### src/rtl/dbv_pkg.sv
package dbv_pkg;

   typedef enum logic [2:0] {
      TGT_NONE,
      TGT_REG,
      TGT_IRAM,
      TGT_BWWIN,
      TGT_BWLIN,
      TGT_ROM
   } tgt_e;

   localparam int NSHADOW = 13;

   localparam int OFS_CTRL     = 0;
   localparam int OFS_HNMI_LO  = 1;
   localparam int OFS_HNMI_HI  = 2;
   localparam int OFS_HIRQ_LO  = 3;
   localparam int OFS_HIRQ_HI  = 4;
   localparam int OFS_CRST_LO  = 5;
   localparam int OFS_CRST_HI  = 6;
   localparam int OFS_CNMI_LO  = 7;
   localparam int OFS_CNMI_HI  = 8;
   localparam int OFS_CIRQ_LO  = 9;
   localparam int OFS_CIRQ_HI  = 10;
   localparam int OFS_HBANK    = 11;
   localparam int OFS_CBANK    = 12;

   localparam int CTRL_NMI_EN  = 4;
   localparam int CTRL_IRQ_EN  = 6;

endpackage

### src/rtl/dbv_region.sv
module dbv_region
   import dbv_pkg::*;
(
   input  logic [23:0] addr,
   output tgt_e        tgt
);
   logic [7:0]  bank;
   logic [15:0] ofs;

   assign bank = addr[23:16];
   assign ofs  = addr[15:0];

   always_comb begin
      tgt = TGT_NONE;
      if (bank[7:6] == 2'b11) begin
         tgt = TGT_ROM;
      end else if (bank[7:4] == 4'h4) begin
         tgt = TGT_BWLIN;
      end else if (!bank[6]) begin
         if (ofs[15])
            tgt = TGT_ROM;
         else if (ofs[15:13] == 3'b011)
            tgt = TGT_BWWIN;
         else if (!bank[7] && ofs[15:9] == 7'h11)
            tgt = TGT_REG;
         else if (!bank[7] && ofs[15:11] == 5'h06)
            tgt = TGT_IRAM;
      end
   end
endmodule

### src/rtl/dbv_shadow.sv
module dbv_shadow #(
   parameter int NREG  = 13,
   parameter int IDX_W = 9
) (
   input  logic                       clk,
   input  logic                       rst_n,
   input  logic                       we,
   input  logic [IDX_W-1:0]           widx,
   input  logic [7:0]                 wdata,
   output logic [NREG-1:0][7:0]       q
);
   if (NREG > (1 << IDX_W)) begin : g_bad_nreg
      $error("dbv_shadow: NREG does not fit in the index");
   end

   for (genvar i = 0; i < NREG; i++) begin : g_reg
      always_ff @(posedge clk or negedge rst_n) begin
         if (!rst_n)
            q[i] <= 8'h00;
         else if (we && widx == IDX_W'(i))
            q[i] <= wdata;
      end
   end
endmodule

### src/rtl/dbv_vecsel.sv
module dbv_vecsel
   import dbv_pkg::*;
#(
   parameter bit COP_VEC = 1'b1
) (
   input  logic [23:0]             addr,
   input  logic                    req_cop,
   input  logic [NSHADOW-1:0][7:0] q,
   output logic                    hit,
   output logic [7:0]              vdata
);
   logic       in_vpage;
   logic       host_hit, cop_hit;
   logic [7:0] host_data, cop_data;

   assign in_vpage = (addr[23:8] == 16'h00FF);

   always_comb begin
      host_hit  = 1'b0;
      host_data = 8'h00;
      case (addr[7:0])
         8'hEA: begin host_hit = q[OFS_CTRL][CTRL_NMI_EN]; host_data = q[OFS_HNMI_LO]; end
         8'hEB: begin host_hit = q[OFS_CTRL][CTRL_NMI_EN]; host_data = q[OFS_HNMI_HI]; end
         8'hEE: begin host_hit = q[OFS_CTRL][CTRL_IRQ_EN]; host_data = q[OFS_HIRQ_LO]; end
         8'hEF: begin host_hit = q[OFS_CTRL][CTRL_IRQ_EN]; host_data = q[OFS_HIRQ_HI]; end
         default: ;
      endcase
   end

   if (COP_VEC) begin : g_cop_vec
      always_comb begin
         cop_hit  = 1'b1;
         cop_data = 8'h00;
         case (addr[7:0])
            8'hFC:   cop_data = q[OFS_CRST_LO];
            8'hFD:   cop_data = q[OFS_CRST_HI];
            8'hEA:   cop_data = q[OFS_CNMI_LO];
            8'hEB:   cop_data = q[OFS_CNMI_HI];
            8'hEE:   cop_data = q[OFS_CIRQ_LO];
            8'hEF:   cop_data = q[OFS_CIRQ_HI];
            default: cop_hit  = 1'b0;
         endcase
      end
   end else begin : g_no_cop_vec
      assign cop_hit  = 1'b0;
      assign cop_data = 8'h00;
   end

   assign hit   = in_vpage && (req_cop ? cop_hit : host_hit);
   assign vdata = req_cop ? cop_data : host_data;
endmodule

### src/rtl/dbus_vecdec.sv
module dbus_vecdec
   import dbv_pkg::*;
#(
   parameter int BW_AW   = 20,
   parameter bit COP_VEC = 1'b1
) (
   input  logic             clk,
   input  logic             rst_n,
   input  logic [23:0]      addr,
   input  logic             rd,
   input  logic             wr,
   input  logic             req_cop,
   input  logic [7:0]       wdata,
   input  logic [7:0]       reg_rdata,
   input  logic [7:0]       iram_rdata,
   input  logic [7:0]       bwram_rdata,
   input  logic [7:0]       rom_rdata,
   output logic [7:0]       rdata,
   output logic             sel_reg,
   output logic             sel_iram,
   output logic             sel_bwram,
   output logic             sel_rom,
   output logic [8:0]       reg_idx,
   output logic [10:0]      iram_idx,
   output logic [BW_AW-1:0] bwram_idx,
   output logic [22:0]      rom_idx
);
   localparam int WIN_W  = 13;
   localparam int BANK_W = BW_AW - WIN_W;

   if (BW_AW < 14 || BW_AW > 20) begin : g_bad_bw
      $error("dbus_vecdec: BW_AW must lie in 14..20");
   end

   tgt_e                    tgt;
   logic                    access;
   logic                    vhit;
   logic [7:0]              vdata;
   logic [NSHADOW-1:0][7:0] shq;
   logic [7:0]              bank_sel;

   dbv_region i_region (
      .addr (addr),
      .tgt  (tgt)
   );

   dbv_shadow #(.NREG(NSHADOW), .IDX_W(9)) i_shadow (
      .clk   (clk),
      .rst_n (rst_n),
      .we    (wr && tgt == TGT_REG),
      .widx  (addr[8:0]),
      .wdata (wdata),
      .q     (shq)
   );

   dbv_vecsel #(.COP_VEC(COP_VEC)) i_vecsel (
      .addr    (addr),
      .req_cop (req_cop),
      .q       (shq),
      .hit     (vhit),
      .vdata   (vdata)
   );

   assign access    = rd || wr;
   assign sel_reg   = access && tgt == TGT_REG;
   assign sel_iram  = access && tgt == TGT_IRAM;
   assign sel_bwram = access && (tgt == TGT_BWWIN || tgt == TGT_BWLIN);
   assign sel_rom   = rd && tgt == TGT_ROM;

   assign reg_idx   = addr[8:0];
   assign iram_idx  = addr[10:0];
   assign rom_idx   = addr[22:0];
   assign bank_sel  = req_cop ? shq[OFS_CBANK] : shq[OFS_HBANK];
   assign bwram_idx = (tgt == TGT_BWLIN) ? addr[BW_AW-1:0]
                                         : {bank_sel[BANK_W-1:0], addr[WIN_W-1:0]};

   always_comb begin
      rdata = 8'h00;
      if (rd) begin
         case (tgt)
            TGT_REG:   rdata = reg_rdata;
            TGT_IRAM:  rdata = iram_rdata;
            TGT_BWWIN,
            TGT_BWLIN: rdata = bwram_rdata;
            TGT_ROM:   rdata = vhit ? vdata : rom_rdata;
            default:   rdata = 8'h00;
         endcase
      end
   end
endmodule

### config.mk
export PLATFORM = sky130hd
export DESIGN_NAME = dbus_vecdec
export DESIGN_NICKNAME = d
export VERILOG_FILES = /design/src/rtl/dbv_pkg.sv /design/src/rtl/dbv_region.sv /design/src/rtl/dbv_shadow.sv /design/src/rtl/dbv_vecsel.sv /design/src/rtl/dbus_vecdec.sv
export SDC_FILE = /design/constraint.sdc
export NUM_CORES = 1
export LEC_CHECK = 0
export BUFFER_PORTS_ARGS = -buffer_cell sky130_fd_sc_hd__buf_2
export CORE_MARGIN = 2
export CORE_UTILIZATION = 44
export DETAILED_ROUTE_END_ITERATION = 10
export GPL_TIMING_DRIVEN = 0
export PLACE_DENSITY = 0.71
export SLEW_MARGIN = 20
export SYNTH_ARGS = -nofsm -noshare
export SYNTH_HDL_FRONTEND = slang
export SYNTH_SLANG_ARGS = --single-unit
### constraint.sdc
create_clock -name clk -period 2.5 [get_ports clk]
set_input_delay 0.25 -clock clk [delete_from_list [all_inputs] [get_ports clk]]
set_output_delay 0.25 -clock clk [all_outputs]
set_load 0.01 [all_outputs]
-- After elaboration in Yosys (flattened, before gate mapping)
Index checks and enable logic that the tools add are counted.
- flip-flop bits (word level): 101
- input port bits: 69
- output and inout bits: 75
- logic and storage cells: 89
- equality and inequality tests: 29
- muxes and demuxes: 18
- reductions and logical operators: 29
- operators with widths (cell ; number):
    $pmux W8 S4 ; 2
    $eq A8 B8 Y1 const B ; 6
    $pmux W8 S6 ; 1
    $eq A9 B4 Y1 const B ; 5
    $eq A9 B3 Y1 const B ; 4
    $mux W8 ; 3
    $logic_and A1 B1 Y1 ; 21
    $mux W20 ; 1
    $eq A9 B2 Y1 const B ; 2
    $mux W3 ; 6
    $eq A16 B8 Y1 const B ; 1
    $eq A3 B2 Y1 const B ; 3
    $eq A9 B1 Y1 const B ; 1
    $logic_not A9 Y1 ; 1
    $eq A7 B5 Y1 const B ; 1
    $mux W7 ; 1
    $eq A3 B3 Y1 const B ; 2
    $reduce_or A2 Y1 ; 3
    $reduce_or A6 Y1 ; 1
    $eq A5 B3 Y1 const B ; 1
    $eq A4 B3 Y1 const B ; 1
    $eq A3 B1 Y1 const B ; 1
    $eq A2 B2 Y1 const B ; 1
    $logic_or A1 B1 Y1 ; 2
    other kinds (4) ; 5

-- Logic depth before layout (Yosys ltp)
- depth in word-level cells: 13
- mapped depth: 7

-- Cells and area by module
A second synthesis with hierarchy kept.
- cell total of the unflattened synthesis: 487
- area total of the unflattened synthesis: 6200.9 µm²
- by module, submodules not included (module ; instances ; cells an instance ; area an instance (µm²)):
    dbv_shadow ; 1 ; 244 ; 4265.3
    dbus_vecdec ; 1 ; 138 ; 973.4
    dbv_vecsel ; 1 ; 93 ; 890.9
    dbv_region ; 1 ; 12 ; 71.3

-- Worst setup path after synthesis
OpenSTA, ideal clock, no wires.
- path kind: in2reg
- from: input addr[14]
- to: register i_shadow.q[76] (netlist bit)
- setup time: 125 ps
- arrival time: 1961 ps
- data required time: 2375 ps
- slack: 414 ps
- stages: 6
- cells stage by stage: nor4b_4 > nand3_2 > or2_1 > buf_2 > nor4b_4 > mux2_2
- word-level cells in the longest chain between the ends: 12
- RTL lines (element ; line ; RTL):
    start: declaration ; dbus_vecdec.sv:9 ; input logic [23:0] addr,
    $eq A5 B3 Y1 ; dbv_region.sv:26 ; else if (!bank[7] && ofs[15:11] == 5'h06)
    $logic_and A1 B1 Y1 ; dbv_region.sv:26 ;
    $mux W2 ; dbv_region.sv:26 ;
    $mux W3 ; dbv_region.sv:24 ; else if (!bank[7] && ofs[15:9] == 7'h11)
    $mux W3 * ; dbv_region.sv:22 ; else if (ofs[15:13] == 3'b011)
    $mux W3 * ; dbv_region.sv:20 ; if (ofs[15])
    $mux W3 * ; dbv_region.sv:19 ; end else if (!bank[6]) begin
    $mux W3 * ; dbv_region.sv:17 ; end else if (bank[7:4] == 4'h4) begin
    $mux W3 * ; dbv_region.sv:15 ; if (bank[7:6] == 2'b11) begin
    $eq A3 B1 Y1 * ; dbus_vecdec.sv:50 ; .we (wr && tgt == TGT_REG),
    $logic_and A1 B1 Y1 * ; dbus_vecdec.sv:50 ;
    $logic_and A1 B1 Y1 * ; dbv_shadow.sv:20 ; else if (we && widx == IDX_W'(i))
    end signal: indexed assignment ; dbv_shadow.sv:21 ; q[i] <= wdata;
    end: declaration ; dbv_shadow.sv:10 ; output logic [NREG-1:0][7:0] q
Every way passes the cells marked *; elsewhere a longest branch is shown, timed or not.
A chain may end at the register's enable or synchronous reset.

-- Worst setup path in the final report
- from: input addr[0]
- to: output rdata[7]
- word-level cells in the longest chain between the ends: 8
- RTL lines (element ; line ; RTL):
    $eq A8 B8 Y1, on equally long branches ; dbv_vecsel.sv:21, dbv_vecsel.sv:34 ;
    $reduce_or A2 Y1 (no line) / $reduce_or A6 Y1 (equally long branches) ; n/a ;
    $pmux W1 S2 / $mux W1 (equally long branches) ; dbv_vecsel.sv:21, dbv_vecsel.sv:34 ;
    $mux W1 ; dbv_vecsel.sv:49 ; assign hit = in_vpage && (req_cop ? cop_hit : host_hit);
    $logic_and A1 B1 Y1 ; dbv_vecsel.sv:49 ;
    $mux W8 * ; dbus_vecdec.sv:85 ; TGT_ROM: rdata = vhit ? vdata : rom_rdata;
    $pmux W8 S4 * ; dbus_vecdec.sv:80 ; case (tgt)
    $mux W8 * ; dbus_vecdec.sv:79 ; if (rd) begin
    end: declaration ; dbus_vecdec.sv:18 ; output logic [7:0] rdata,
Marked as above.

==> flow_summary.toml <==
[status]
status = "complete, no violations"

[setup_path]
r2r_setup_slack_ns = 1.69
cp.required_ns = 2.25
cp_common_cell = "buf_2"
crit_path_max_incr_delay_ns = 0.33
crit_chain = "buf_2, nand4bb_4, or2_2, clkbuf_1, o22ai_1, nor2_1, o31ai_1, buf_2"
endpoint_kind = "primary output"
path_class = "in -> out"
startpoint_type = "input port"
slowest_stage = "o22ai_1"
crit_family = "simple AND/OR/NAND/NOR gates"
arrival_ns = 2.20
path_max_fanout = 10
critPathBufInv = 3

[clock_tree]
clk_latency_ns = 0.35
numCtsBuffers = 9
ctsHtreeMaxLevel = 3
cts_tree = "yes"
clockBufferDepth = 2
clk_pin_slew_worst_paths_ns = 0.06
root_buffer = "clkbuf_16"
clock-sinks = 96

[power_and_ir_drop]
switchingPower_w = 0.000844
p_sw_share_pct = 23.3
peakVddDrop_v = 0.000308
clkPwrFrac_pct = 44.5
p_per_area_nw_per_um2 = 529
power_w = 0.00362
p_leak_nw = 3.47
combinationalPowerShare_pct = 12.6
p_int_w = 0.00278
p_seq_share_pct = 42.9

[place]
place_ws_ns = -0.678
place_inst = 772
place.gp.congestion = 0.893
numPortBuffers = 139
placed_area_sq_um = 6400
dp_hpwl_mm = 12.2

[sta]
setup_viol = 0
max_slew.worst_pin.slew_ns = 0.724
fmax_ghz = 0.408
period_share_pct = 98.1
rsz0062_at_grt = "no"
fin_crit_ns = 2.45
setup_ws_ns = 0.0485
slew_viol_final = 0
slew-limit-headroom_pct = 51.3
hold_viol = 0
fin_worst_skew_ns = 0

[finish]
fillers = 1027
layout.nets = 685
n_antenna_cell = 0
top_register = "i_shadow.q"
multi_input_area_sq_um = 2590
finish.instance_area_sq_um = 6850
reg.largest.list = "i_shadow.q x96"
final_util_pct = 56.8
finalNonFillerCells = 789
largest_register_ffs = 96
drive_gt1_share_pct = 55.2
regArea_sq_um = 2400
layout_common_cells = "141 x buf_2, 96 x mux2_2, 96 x dfrtp_1, 58 x buf_4, 32 x mux2i_1"
final_common_cell = "buf_2"
area_growth_pct = 25.5

[detailed_routing]
wire_per_inst_microns = 20.2
dr.pass1.iters = 5
drtIter0Drc = 417
vias = 4379
post-route-drc-count = 0
vias_per_cell = 5.55
ant_nets = 0
totalWireLength_mm = 16.0

[global_route]
grt_overflow = 0
grt_pass1_vias = 4318
grt_util_all_layers_pct = 24.1
antenna_found_initial = 0
grt_max_degree = 76
grt_pass1_wl_mm = 23.8

[synth]
synth-seq-cells = 96
synth_area_sq_um = 5460
yosysSeqAreaShare_pct = 44.0
synthSimpleGateAreaFrac_pct = 9.12
async_flop_share_pct = 100
synthCells = 464
synth_flop_cell = "dfrtp_1"
synth_edf_count = 0
synthMuxAreaShare_pct = 26.7
synth_top_family_by_area = "multiplexers"
ys_types = 50
synthTopCellsByArea = "dfrtp_1 44%, mux2_2 20%, buf_4 7.7%"
synth_xor_area_share_pct = 0
yosys_warnings = 0
synthAdderAreaFrac_pct = 0
netlist.area_leader.share_pct = 44.0
syn_nets = 533
syn_area_per_cell_sq_um = 11.8
synth-compound-area-share_pct = 10.3
netlist.top_cell.by_area = "dfrtp_1"

[die]
die_x_microns = 115
start_util_pct = 45.3
die-area_sq_um = 13300
ioPinCount = 144
fp.dieH_microns = 115
num_rows = 40
core-area_sq_um = 12100

[worst_hold_path]
hold_class = "in -> reg"

[job]
drv_cap = 0
-- synth_stat cells (2+ instances only) --
cell and number:
a21oi_1 4, and3_1 3, nand3b_1 2, buf_2 2, a222oi_1 8, nor3b_1 2
dfrtp_1 96, mux2i_1 32, nand4bb_1 2, a2bb2oi_1 8, nor2b_1 4, nor4b_1 2
nand3_1 5, a22oi_1 4, o21ai_0 20, inv_1 6, a221oi_1 8, buf_4 56
o31ai_1 8, buf_1 5, mux2_2 96, nor4_2 2, nor2_1 15, o2bb2ai_1 3
o22ai_1 6, nor4b_4 2, nand4b_1 2, nor4_4 3, mux4_2 2, clkbuf_1 18
nand2_1 19
-- area by class of cell --
type                       instances  area share, %
clock buffer                      11           3.69
multi-input combinational        281           37.8
buffer                            80           7.69
inverter                           6          0.329
timing repair buffer             142           10.9
sequential                        96           35.1
clock inverter                     5           1.50
tap                              168           3.07
-- routing by layer --
layer | global-route usage, % | vias to the layer above | share of wire (%)
li1 | - | 1974 | -
met1 | 30.6 | 2191 | 42
met2 | 40.1 | 181 | 49
met3 | 3.37 | 33 | 5.5
met4 | 12.5 | 0 | 3.6
met5 | 0 | - | 0
-- logic make-up after synthesis --
group,after synthesis
simple gates,73
mux,131
compound gates,77
flops,96
buf+inv,87
-- power groups by stage --
stage | combinational, W | clock, W | sequential (W)
after floorplan | 0.000221 | 0 | 0.00158
after global placement | 0.000437 | 0 | 0.00158
after detailed placement | 0.000447 | 0 | 0.00158
after CTS | 0.000455 | 0.00163 | 0.00155
after global routing | 0.000493 | 0.00170 | 0.00155
final | 0.000457 | 0.00161 | 0.00155
-- final timing paths --
check | start | cells past startpoint | to
worst max-delay path | addr[0] | 8 | rdata[7]
worst min-delay path | wdata[1] | 2 | i_shadow.q[89]$_DFFE_PN0P_
worst max register to register | i_shadow.q[64]$_DFFE_PN0P_ | 1 | i_shadow.q[64]$_DFFE_PN0P_
worst min register to register | i_shadow.q[78]$_DFFE_PN0P_ | 1 | i_shadow.q[78]$_DFFE_PN0P_
max in group asynchronous | rst_n | 3 | i_shadow.q[55]$_DFFE_PN0P_
min in group asynchronous | rst_n | 2 | i_shadow.q[32]$_DFFE_PN0P_
-- per-stage QoR --
step,setup TNS (ns),hold slack [ns]
after floorplan,0,-0.0456
after detailed placement,-4.94,0.118
final,0,0.161
after global placement,-4.93,0.472
after global routing,0,0.167
after CTS,0,0.155
-- timing repair --
action	in CTS	in global routing
endpoints found under the hold margin	21	0
pin swaps	1	0
cloned	0	0
gates resized for setup	13	10
hold buffers	1	0
buffers inserted	1	0
setup endpoints to repair	8	8
Power figures use the tool's default switching activity.
